## config.mk

```make
export PLATFORM = sky130hd
export DESIGN_NAME = postcode_target
export DESIGN_NICKNAME = d
export VERILOG_FILES = /design/src/rtl/postcode_pkg.sv /design/src/rtl/postcode_addr_decode.sv /design/src/rtl/postcode_cfg_rom.sv /design/src/rtl/postcode_hex7.sv /design/src/rtl/postcode_tgt_fsm.sv /design/src/rtl/postcode_target.sv
export SDC_FILE = /design/constraint.sdc
export NUM_CORES = 1
export LEC_CHECK = 0
export ABC_AREA = 1
export BUFFER_PORTS_ARGS = -buffer_cell sky130_fd_sc_hd__buf_4
export CORE_MARGIN = 2
export CORE_UTILIZATION = 51
export CTS_CLUSTER_DIAMETER = 200
export DETAILED_ROUTE_END_ITERATION = 6
export GPL_ROUTABILITY_DRIVEN = 1
export MAX_ROUTING_LAYER = met4
export PLACE_DENSITY_LB_ADDON = 0.15
export SYNTH_ARGS = -nofsm -noshare
export SYNTH_HDL_FRONTEND = slang
export SYNTH_SLANG_ARGS = --single-unit
export TNS_END_PERCENT = 5
```

## constraint.sdc

```tcl
create_clock -name clk -period 2.15 [get_ports clk]
set_clock_uncertainty 0.1 [all_clocks]
set_input_delay 0.3225 -clock clk [delete_from_list [all_inputs] [get_ports clk]]
set_output_delay 0.3225 -clock clk [all_outputs]
set_load 0.01 [all_outputs]
```

## src/rtl/postcode_pkg.sv

```systemverilog
package postcode_pkg;
  typedef enum logic [2:0] {
    K_NONE, K_IO_RD, K_IO_WR, K_CFG_RD, K_CFG_WR
  } claim_e;

  typedef enum logic [1:0] {
    S_IDLE, S_WAIT, S_DATA, S_TURN
  } tstate_e;

  localparam logic [2:0] CMD_IO_UPPER = 3'b001;
  localparam logic [3:0] CMD_CFG_RD   = 4'b1010;
  localparam logic [3:0] CMD_CFG_WR   = 4'b1011;
endpackage

```

## src/rtl/postcode_addr_decode.sv

```systemverilog
module postcode_addr_decode
  import postcode_pkg::*;
#(
  parameter int AD_W = 32,
  parameter int CBE_W = AD_W / 8,
  parameter logic [AD_W-1:0] PORT_ADDR = 32'h0000_0080,
  parameter int IDX_W = 6
) (
  input  logic [AD_W-1:0]  ad,
  input  logic [CBE_W-1:0] cbe_n,
  input  logic             idsel,
  output claim_e           kind,
  output logic [IDX_W-1:0] cfg_idx
);
  always_comb begin
    kind = K_NONE;
    if (cbe_n[3:1] == CMD_IO_UPPER && ad == PORT_ADDR) begin
      kind = cbe_n[0] ? K_IO_WR : K_IO_RD;
    end else if (idsel && ad[1:0] == 2'b00) begin
      if (cbe_n == CMD_CFG_RD)      kind = K_CFG_RD;
      else if (cbe_n == CMD_CFG_WR) kind = K_CFG_WR;
    end
  end

  assign cfg_idx = ad[IDX_W+1:2];
endmodule

```

## src/rtl/postcode_cfg_rom.sv

```systemverilog
module postcode_cfg_rom #(
  parameter int AD_W = 32,
  parameter int IDX_W = 6,
  parameter logic [15:0] VENDOR_ID = 16'h1D0F,
  parameter logic [15:0] DEVICE_ID = 16'h0080,
  parameter logic [23:0] CLASS_CODE = 24'hFF0000
) (
  input  logic [IDX_W-1:0] idx,
  output logic [AD_W-1:0]  dword
);
  always_comb begin
    case (idx)
      IDX_W'(0): dword = AD_W'({DEVICE_ID, VENDOR_ID});
      IDX_W'(2): dword = AD_W'({CLASS_CODE, 8'h00});
      default:   dword = '0;
    endcase
  end
endmodule

```

## src/rtl/postcode_hex7.sv

```systemverilog
module postcode_hex7 (
  input  logic       clk,
  input  logic       rst,
  input  logic [3:0] nib,
  output logic [6:0] seg
);
  always_ff @(posedge clk) begin
    if (rst) seg <= 7'h3F;
    else begin
      case (nib)
        4'h0: seg <= 7'h3F;
        4'h1: seg <= 7'h06;
        4'h2: seg <= 7'h5B;
        4'h3: seg <= 7'h4F;
        4'h4: seg <= 7'h66;
        4'h5: seg <= 7'h6D;
        4'h6: seg <= 7'h7D;
        4'h7: seg <= 7'h07;
        4'h8: seg <= 7'h7F;
        4'h9: seg <= 7'h6F;
        4'hA: seg <= 7'h77;
        4'hB: seg <= 7'h7C;
        4'hC: seg <= 7'h39;
        4'hD: seg <= 7'h5E;
        4'hE: seg <= 7'h79;
        default: seg <= 7'h71;
      endcase
    end
  end


  seg_lit_chk: assert property (@(posedge clk) disable iff (rst) seg != 7'h00);
endmodule

```

## src/rtl/postcode_tgt_fsm.sv

```systemverilog
module postcode_tgt_fsm
  import postcode_pkg::*;
#(
  parameter int AD_W = 32,
  parameter int CBE_W = AD_W / 8,
  parameter int IDX_W = 6,
  parameter int CODE_W = 8
) (
  input  logic              clk,
  input  logic              rst,
  input  logic              frame_n,
  input  logic              irdy_n,
  input  logic [CBE_W-1:0]  cbe_n,
  input  logic [CODE_W-1:0] wr_byte,
  input  claim_e            kind,
  input  logic [IDX_W-1:0]  cfg_idx,
  input  logic [AD_W-1:0]   cfg_dword,
  output logic [IDX_W-1:0]  idx_q,
  output logic [AD_W-1:0]   ad_out,
  output logic              ad_oe,
  output logic              par_out,
  output logic              par_oe,
  output logic              devsel_n,
  output logic              trdy_n,
  output logic              stop_n,
  output logic              ctl_oe,
  output logic [CODE_W-1:0] code
);
  tstate_e st;
  claim_e  kind_q;
  logic    bus_idle_q;
  logic    addr_phase;

  assign addr_phase = !frame_n && irdy_n && bus_idle_q;

  always_ff @(posedge clk) begin
    if (rst) begin
      st         <= S_IDLE;
      kind_q     <= K_NONE;
      idx_q      <= '0;
      devsel_n   <= 1'b1;
      trdy_n     <= 1'b1;
      stop_n     <= 1'b1;
      ctl_oe     <= 1'b0;
      ad_oe      <= 1'b0;
      ad_out     <= '0;
      par_out    <= 1'b0;
      par_oe     <= 1'b0;
      code       <= '0;
      bus_idle_q <= 1'b1;
    end else begin
      bus_idle_q <= frame_n && irdy_n;
      par_out    <= ^{ad_out, cbe_n};
      par_oe     <= ad_oe;
      case (st)
        S_IDLE: begin
          if (addr_phase && kind != K_NONE) begin
            st     <= S_WAIT;
            kind_q <= kind;
            idx_q  <= cfg_idx;
          end
        end
        S_WAIT: begin
          st       <= S_DATA;
          devsel_n <= 1'b0;
          trdy_n   <= 1'b0;
          ctl_oe   <= 1'b1;
          stop_n   <= frame_n;
          if (kind_q == K_IO_RD) begin
            ad_oe  <= 1'b1;
            ad_out <= AD_W'(code);
          end else if (kind_q == K_CFG_RD) begin
            ad_oe  <= 1'b1;
            ad_out <= cfg_dword;
          end
        end
        S_DATA: begin
          if (!irdy_n) begin
            st       <= S_TURN;
            devsel_n <= 1'b1;
            trdy_n   <= 1'b1;
            stop_n   <= 1'b1;
            ad_oe    <= 1'b0;
            if (kind_q == K_IO_WR && !cbe_n[0]) code <= wr_byte;
          end else begin
            stop_n <= frame_n;
          end
        end
        default: begin
          ctl_oe <= 1'b0;
          st     <= S_IDLE;
        end
      endcase
    end
  end


  medium_decode_chk: assert property (@(posedge clk) disable iff (rst)
    (st == S_IDLE && addr_phase && kind != K_NONE) |=> devsel_n ##1 !devsel_n);

  stop_with_trdy_chk: assert property (@(posedge clk) disable iff (rst)
    !stop_n |-> !trdy_n);

  ad_drive_claimed_chk: assert property (@(posedge clk) disable iff (rst)
    ad_oe |-> (!devsel_n && ctl_oe));

  turn_release_chk: assert property (@(posedge clk) disable iff (rst)
    $rose(devsel_n) |-> (!ad_oe && ctl_oe && trdy_n && stop_n));

  code_hold_chk: assert property (@(posedge clk) disable iff (rst)
    !(st == S_DATA && !irdy_n && kind_q == K_IO_WR && !cbe_n[0]) |=> $stable(code));

  par_follow_chk: assert property (@(posedge clk) disable iff (rst)
    $fell(ad_oe) |-> par_oe);
endmodule

```

## src/rtl/postcode_target.sv

```systemverilog
module postcode_target
  import postcode_pkg::*;
#(
  parameter int AD_W = 32,
  parameter int CODE_W = 8,
  parameter logic [AD_W-1:0] PORT_ADDR = 32'h0000_0080,
  parameter logic [15:0] VENDOR_ID = 16'h1D0F,
  parameter logic [15:0] DEVICE_ID = 16'h0080,
  parameter logic [23:0] CLASS_CODE = 24'hFF0000,
  localparam int CBE_W = AD_W / 8,
  localparam int IDX_W = 6,
  localparam int DIGITS = CODE_W / 4,
  localparam int SEG_W = 7 * DIGITS
) (
  input  logic             clk,
  input  logic             rst,
  input  logic             frame_n,
  input  logic             irdy_n,
  input  logic             idsel,
  input  logic [CBE_W-1:0] cbe_n,
  input  logic [AD_W-1:0]  ad_in,
  output logic [AD_W-1:0]  ad_out,
  output logic             ad_oe,
  output logic             par_out,
  output logic             par_oe,
  output logic             devsel_n,
  output logic             trdy_n,
  output logic             stop_n,
  output logic             ctl_oe,
  output logic [SEG_W-1:0] seg_out
);
  claim_e            kind;
  logic [IDX_W-1:0]  cfg_idx;
  logic [IDX_W-1:0]  idx_q;
  logic [AD_W-1:0]   cfg_dword;
  logic [CODE_W-1:0] code;

  postcode_addr_decode #(
    .AD_W(AD_W), .CBE_W(CBE_W), .PORT_ADDR(PORT_ADDR), .IDX_W(IDX_W)
  ) u_dec (
    .ad(ad_in), .cbe_n(cbe_n), .idsel(idsel), .kind(kind), .cfg_idx(cfg_idx)
  );

  postcode_cfg_rom #(
    .AD_W(AD_W), .IDX_W(IDX_W), .VENDOR_ID(VENDOR_ID),
    .DEVICE_ID(DEVICE_ID), .CLASS_CODE(CLASS_CODE)
  ) u_rom (
    .idx(idx_q), .dword(cfg_dword)
  );

  postcode_tgt_fsm #(
    .AD_W(AD_W), .CBE_W(CBE_W), .IDX_W(IDX_W), .CODE_W(CODE_W)
  ) u_fsm (
    .clk(clk), .rst(rst), .frame_n(frame_n), .irdy_n(irdy_n),
    .cbe_n(cbe_n), .wr_byte(ad_in[CODE_W-1:0]), .kind(kind),
    .cfg_idx(cfg_idx), .cfg_dword(cfg_dword), .idx_q(idx_q),
    .ad_out(ad_out), .ad_oe(ad_oe), .par_out(par_out), .par_oe(par_oe),
    .devsel_n(devsel_n), .trdy_n(trdy_n), .stop_n(stop_n),
    .ctl_oe(ctl_oe), .code(code)
  );

  for (genvar g = 0; g < DIGITS; g++) begin : g_digit
    postcode_hex7 u_hex (
      .clk(clk), .rst(rst), .nib(code[4*g +: 4]), .seg(seg_out[7*g +: 7])
    );
  end
endmodule

```

==> results.md <==
| Result | Reported |
|:---|:---|
| Detailed-placement wirelength estimate | 4706 um |
| Post-synth design cell area | 0.002856 mm^2 |
| Clock-pin slew reported for the worst setup and hold paths after clock tree synthesis | 0.09 ns |
| Nature of the critical path startpoint | flip-flop |
| Sinks on the clock net | 50 |
| Total of endpoints with negative setup slack in the final report | 0 |
| Clock period minus final worst setup slack | 1.931 ns |
| Relative slew slack | 64.89% |
| Share of post-route cells with drive strength above 1 | 23.24% |
| Total number of H-tree levels | 2 |
| Number of inserted diodes | 0 |
| Max-cap check violation count | 0 |
| #FFs+latches synth | 50 |
| Finished layout cell area | 0.003517 mm^2 |
| Number of buffers inserted during clock tree synthesis | 5 |
| CP arrival | 1.99 ns |
| Post-Route Setup TNS | 0 ns |
| Count of cells resized by post-cts repair | 0 |
| Reported net switching power | 0.5979 mW |
| Number of port buffers | 82 |
| Total die area | 0.006216 mm^2 |
| Layout area overhead | 23.13% |
| Cell types occupying the most area after synthesis | dfxtp_1 (35%), nand2_1 (11%), ha_1 (9.2%) |
| Transition at the pin with the smallest max-transition slack | 0.5252 ns |
| Maximum number of pins on one net before global-route repair | 27 |
| Maximum vdd ir drop | 530.3 uV |
| Detailed-route vias per instance | 4.845 |
| Most used flip-flop cell after synthesis | dfxtp_1 |
| Placed inst area | 0.003405 mm^2 |
| Origin of the critical flop-to-flop path | u_fsm.st[0] |
| Proportion of power drawn by flip-flops and latches | 46.5% |
| Via count | 2,621 |
| Number of enable flip-flop cells after synthesis | 0 |
| Overall fraction of global-route tracks in use | 21.37% |
| Worst Hold Class | in2reg |
| Reg2Reg Setup Slack | 0.22 ns |
| Share of the cycle needed by the critical path after routing | 89.84% |
| Y dimension of the die | 78.84 um |
| Hold buffer count at CTS | 0 |
| Capturing instance or port of the critical path | u_fsm.code[0] |
| FF-to-FF End | u_fsm.code[0] |
| Share of synthesized flip-flops with an asynchronous set or reset | 0% |
| Aggregate global routing overflow | 0 |
| Core area | 0.005473 mm^2 |
| Post-DRT Antenna Nets | 0 |
| Wire length of the first global-routing pass | 10,560 um |
| Worst setup path category | reg2reg |
| Gate Count Post-Synth | 401 |
| First-iteration detailed-routing DRC count | 139 |
| Routed wire per std cell | 10.90 um |
| Post-Layout Cell Count | 541 |
| Number of warnings printed during yosys synthesis | 0 |
| TritonCTS clock tree | built |
| Total power draw | 2.173 mW |
| First element of the critical path | u_fsm.st[0] |
| Number of optimization iterations in the first detailed-route pass | 4 |
| Origin of the worst min-delay path | frame_n |
| Finished Core Util | 64.27% |
| RePlAce Congestion | 0.8526 |
| Post-CTS Setup Bufs | 0 |
| Worst R2R Path Depth | 7 |
| Crit-path max FO | 16 |
| Hold Path Cell Cnt | 3 |
| Via count of the first global-routing pass | 2,478 |
| Root buffer selected by CTS | clkbuf_8 |
| RSZ-0062 raised after global routing | false |
| Row count | 27 |
| Horiz. Die Dim | 78.84 um |
| Total length of routed wires | 5895 um |
| Portion of synthesized cell area occupied by the leading cell type | 35.04% |
| Mean post-synth cell area | 7.123 um^2 |
| Synth unique cells | 31 |
| Endpoint required time on the critical path | 2.21 ns |
| Part of the Yosys area used for sequential elements | 35.04% |
| Skew-Pair Late Insertion Delay | 0.29 ns |
| Placed cell count | 534 |
| Commonest cells in the synthesized netlist | nand2_1 (80), inv_1 (55), dfxtp_1 (50), nor2_1 (37), a21oi_1 (35) |
| Leakage power summed over all cells | 1.684 nW |
| Switching Share | 27.51% |
| Combinational fraction of design power | 23.4% |
| Starting density of the core | 52.19% |
| Largest area contributor in the netlist | dfxtp_1 |
| Run status | completed |
| Cell with the most instances after synthesis | nand2_1 |
| Maximum buffer depth of the clock tree | 2 |
| Initial antenna violation count | 0 |
| Internal Power | 1.575 mW |
| Num ports | 94 |
| Total power density per cell area | 617.8 mW/mm^2 |
| Fmax | 0.5177 GHz |
| Power share of the clock group | 30.1% |
| Final Max Tran Viols | 0 |
| Net count, final | 531 |
| Residual DRC | 0 |
| Final Hold Viols | 0 |
| Critical path capture point type | flip-flop |
-- placed cells by master, fill, tap and decap left out, types with 6 or more instances in the layout --
cell	Yosys	final
a21oi_1	35	35
clkbuf_8	0	6
ha_1	21	21
nor2_1	37	37
o21ai_0	27	27
conb_1	1	11
inv_2	8	8
dfxtp_1	50	50
buf_4	23	82
nand4_1	8	8
nand3_1	14	14
nand2_1	80	80
xnor2_1	6	6
inv_1	55	55
-- critical path: stages, from the launching register on --
cell and delay (ns):
dfxtp_1 0.34, inv_1 0.10, ha_1 0.21, inv_1 0.07, nor2_1 0.18, nand3_1 0.42
o21ai_0 0.32, a21oi_1 0.06
-- final cells by class --
class                           count  area, um^2
Multi-Input combinational cell    266        1441
Sequential cell                    50        1001
Clock inverter                      1       30.03
Clock buffer                        6       82.58
Timing Repair Buffer               83       635.6
Inverter                           63       236.5
Tap cell                           72       90.09
Fill cell                         513        1956
-- flip-flops by register name, summed over array words and instances, names as in the netlist --
signal and flops:
g_digit.u_hex.seg 14, u_fsm.ad_oe 1, u_fsm.ad_out 10, u_fsm.bus_idle_q 1, u_fsm.code 8, u_fsm.ctl_oe 1
u_fsm.idx_q 6, u_fsm.kind_q 3, u_fsm.par_oe 1, u_fsm.par_out 1, u_fsm.st 2, u_fsm.stop_n 1
u_fsm.trdy_n 1
-- how the worst min path moves through the flow --
stage	endpoint	slack, ns
floorplan	u_fsm.bus_idle_q	0.32
global placement	u_fsm.par_oe	0.33
detailed placement	u_fsm.par_oe	0.33
CTS	u_fsm.bus_idle_q	0.12
global route	u_fsm.bus_idle_q	0.14
finish	u_fsm.bus_idle_q	0.13
-- routing by layer --
layer  vias up  share of wire, %  GRT usage (%)
li1       1364                 -              -
met1      1163                42          24.36
met2        86                51          38.29
met3         8               5.9          4.318
met4         0               1.0          5.862
met5         -                 0              -
-- kinds of logic (layout without fill, tap and decap cells) --
family	count (synthesis)	after routing	synth area share [%]
AO/OA/AOI/OAI	72	72	13.67
XOR/XNOR	9	9	2.760
adder cells (fa/ha/maj)	21	21	9.198
buffers and inverters	95	153	15.81
flip-flops	50	50	35.04
other	1	11	0.1313
AND/OR/NAND/NOR	153	153	23.39
-- power by group through the flow --
| stage | sequential, mW | clock [mW] | combinational [mW] |
|---|---|---|---|
| 2_1_floorplan | 1.05 | 0 | 0.331 |
| 3_3_place_gp | 1.03 | 0 | 0.508 |
| 3_5_place_dp | 1.03 | 0 | 0.514 |
| 4_1_cts | 1.01 | 0.675 | 0.516 |
| 5_1_grt | 1.02 | 0.713 | 0.586 |
| 6_report | 1.01 | 0.654 | 0.509 |
-- through the flow --
step                      setup WS (ns)  hold WS, ns
after detailed placement         0.2884       0.3290
after floorplan                  0.5848       0.3215
after global placement           0.4068       0.3300
final                            0.2185       0.1283
after global routing            0.01422       0.1435
after CTS                        0.2534       0.1239
Note: power is estimated with default switching activity, not from simulation.
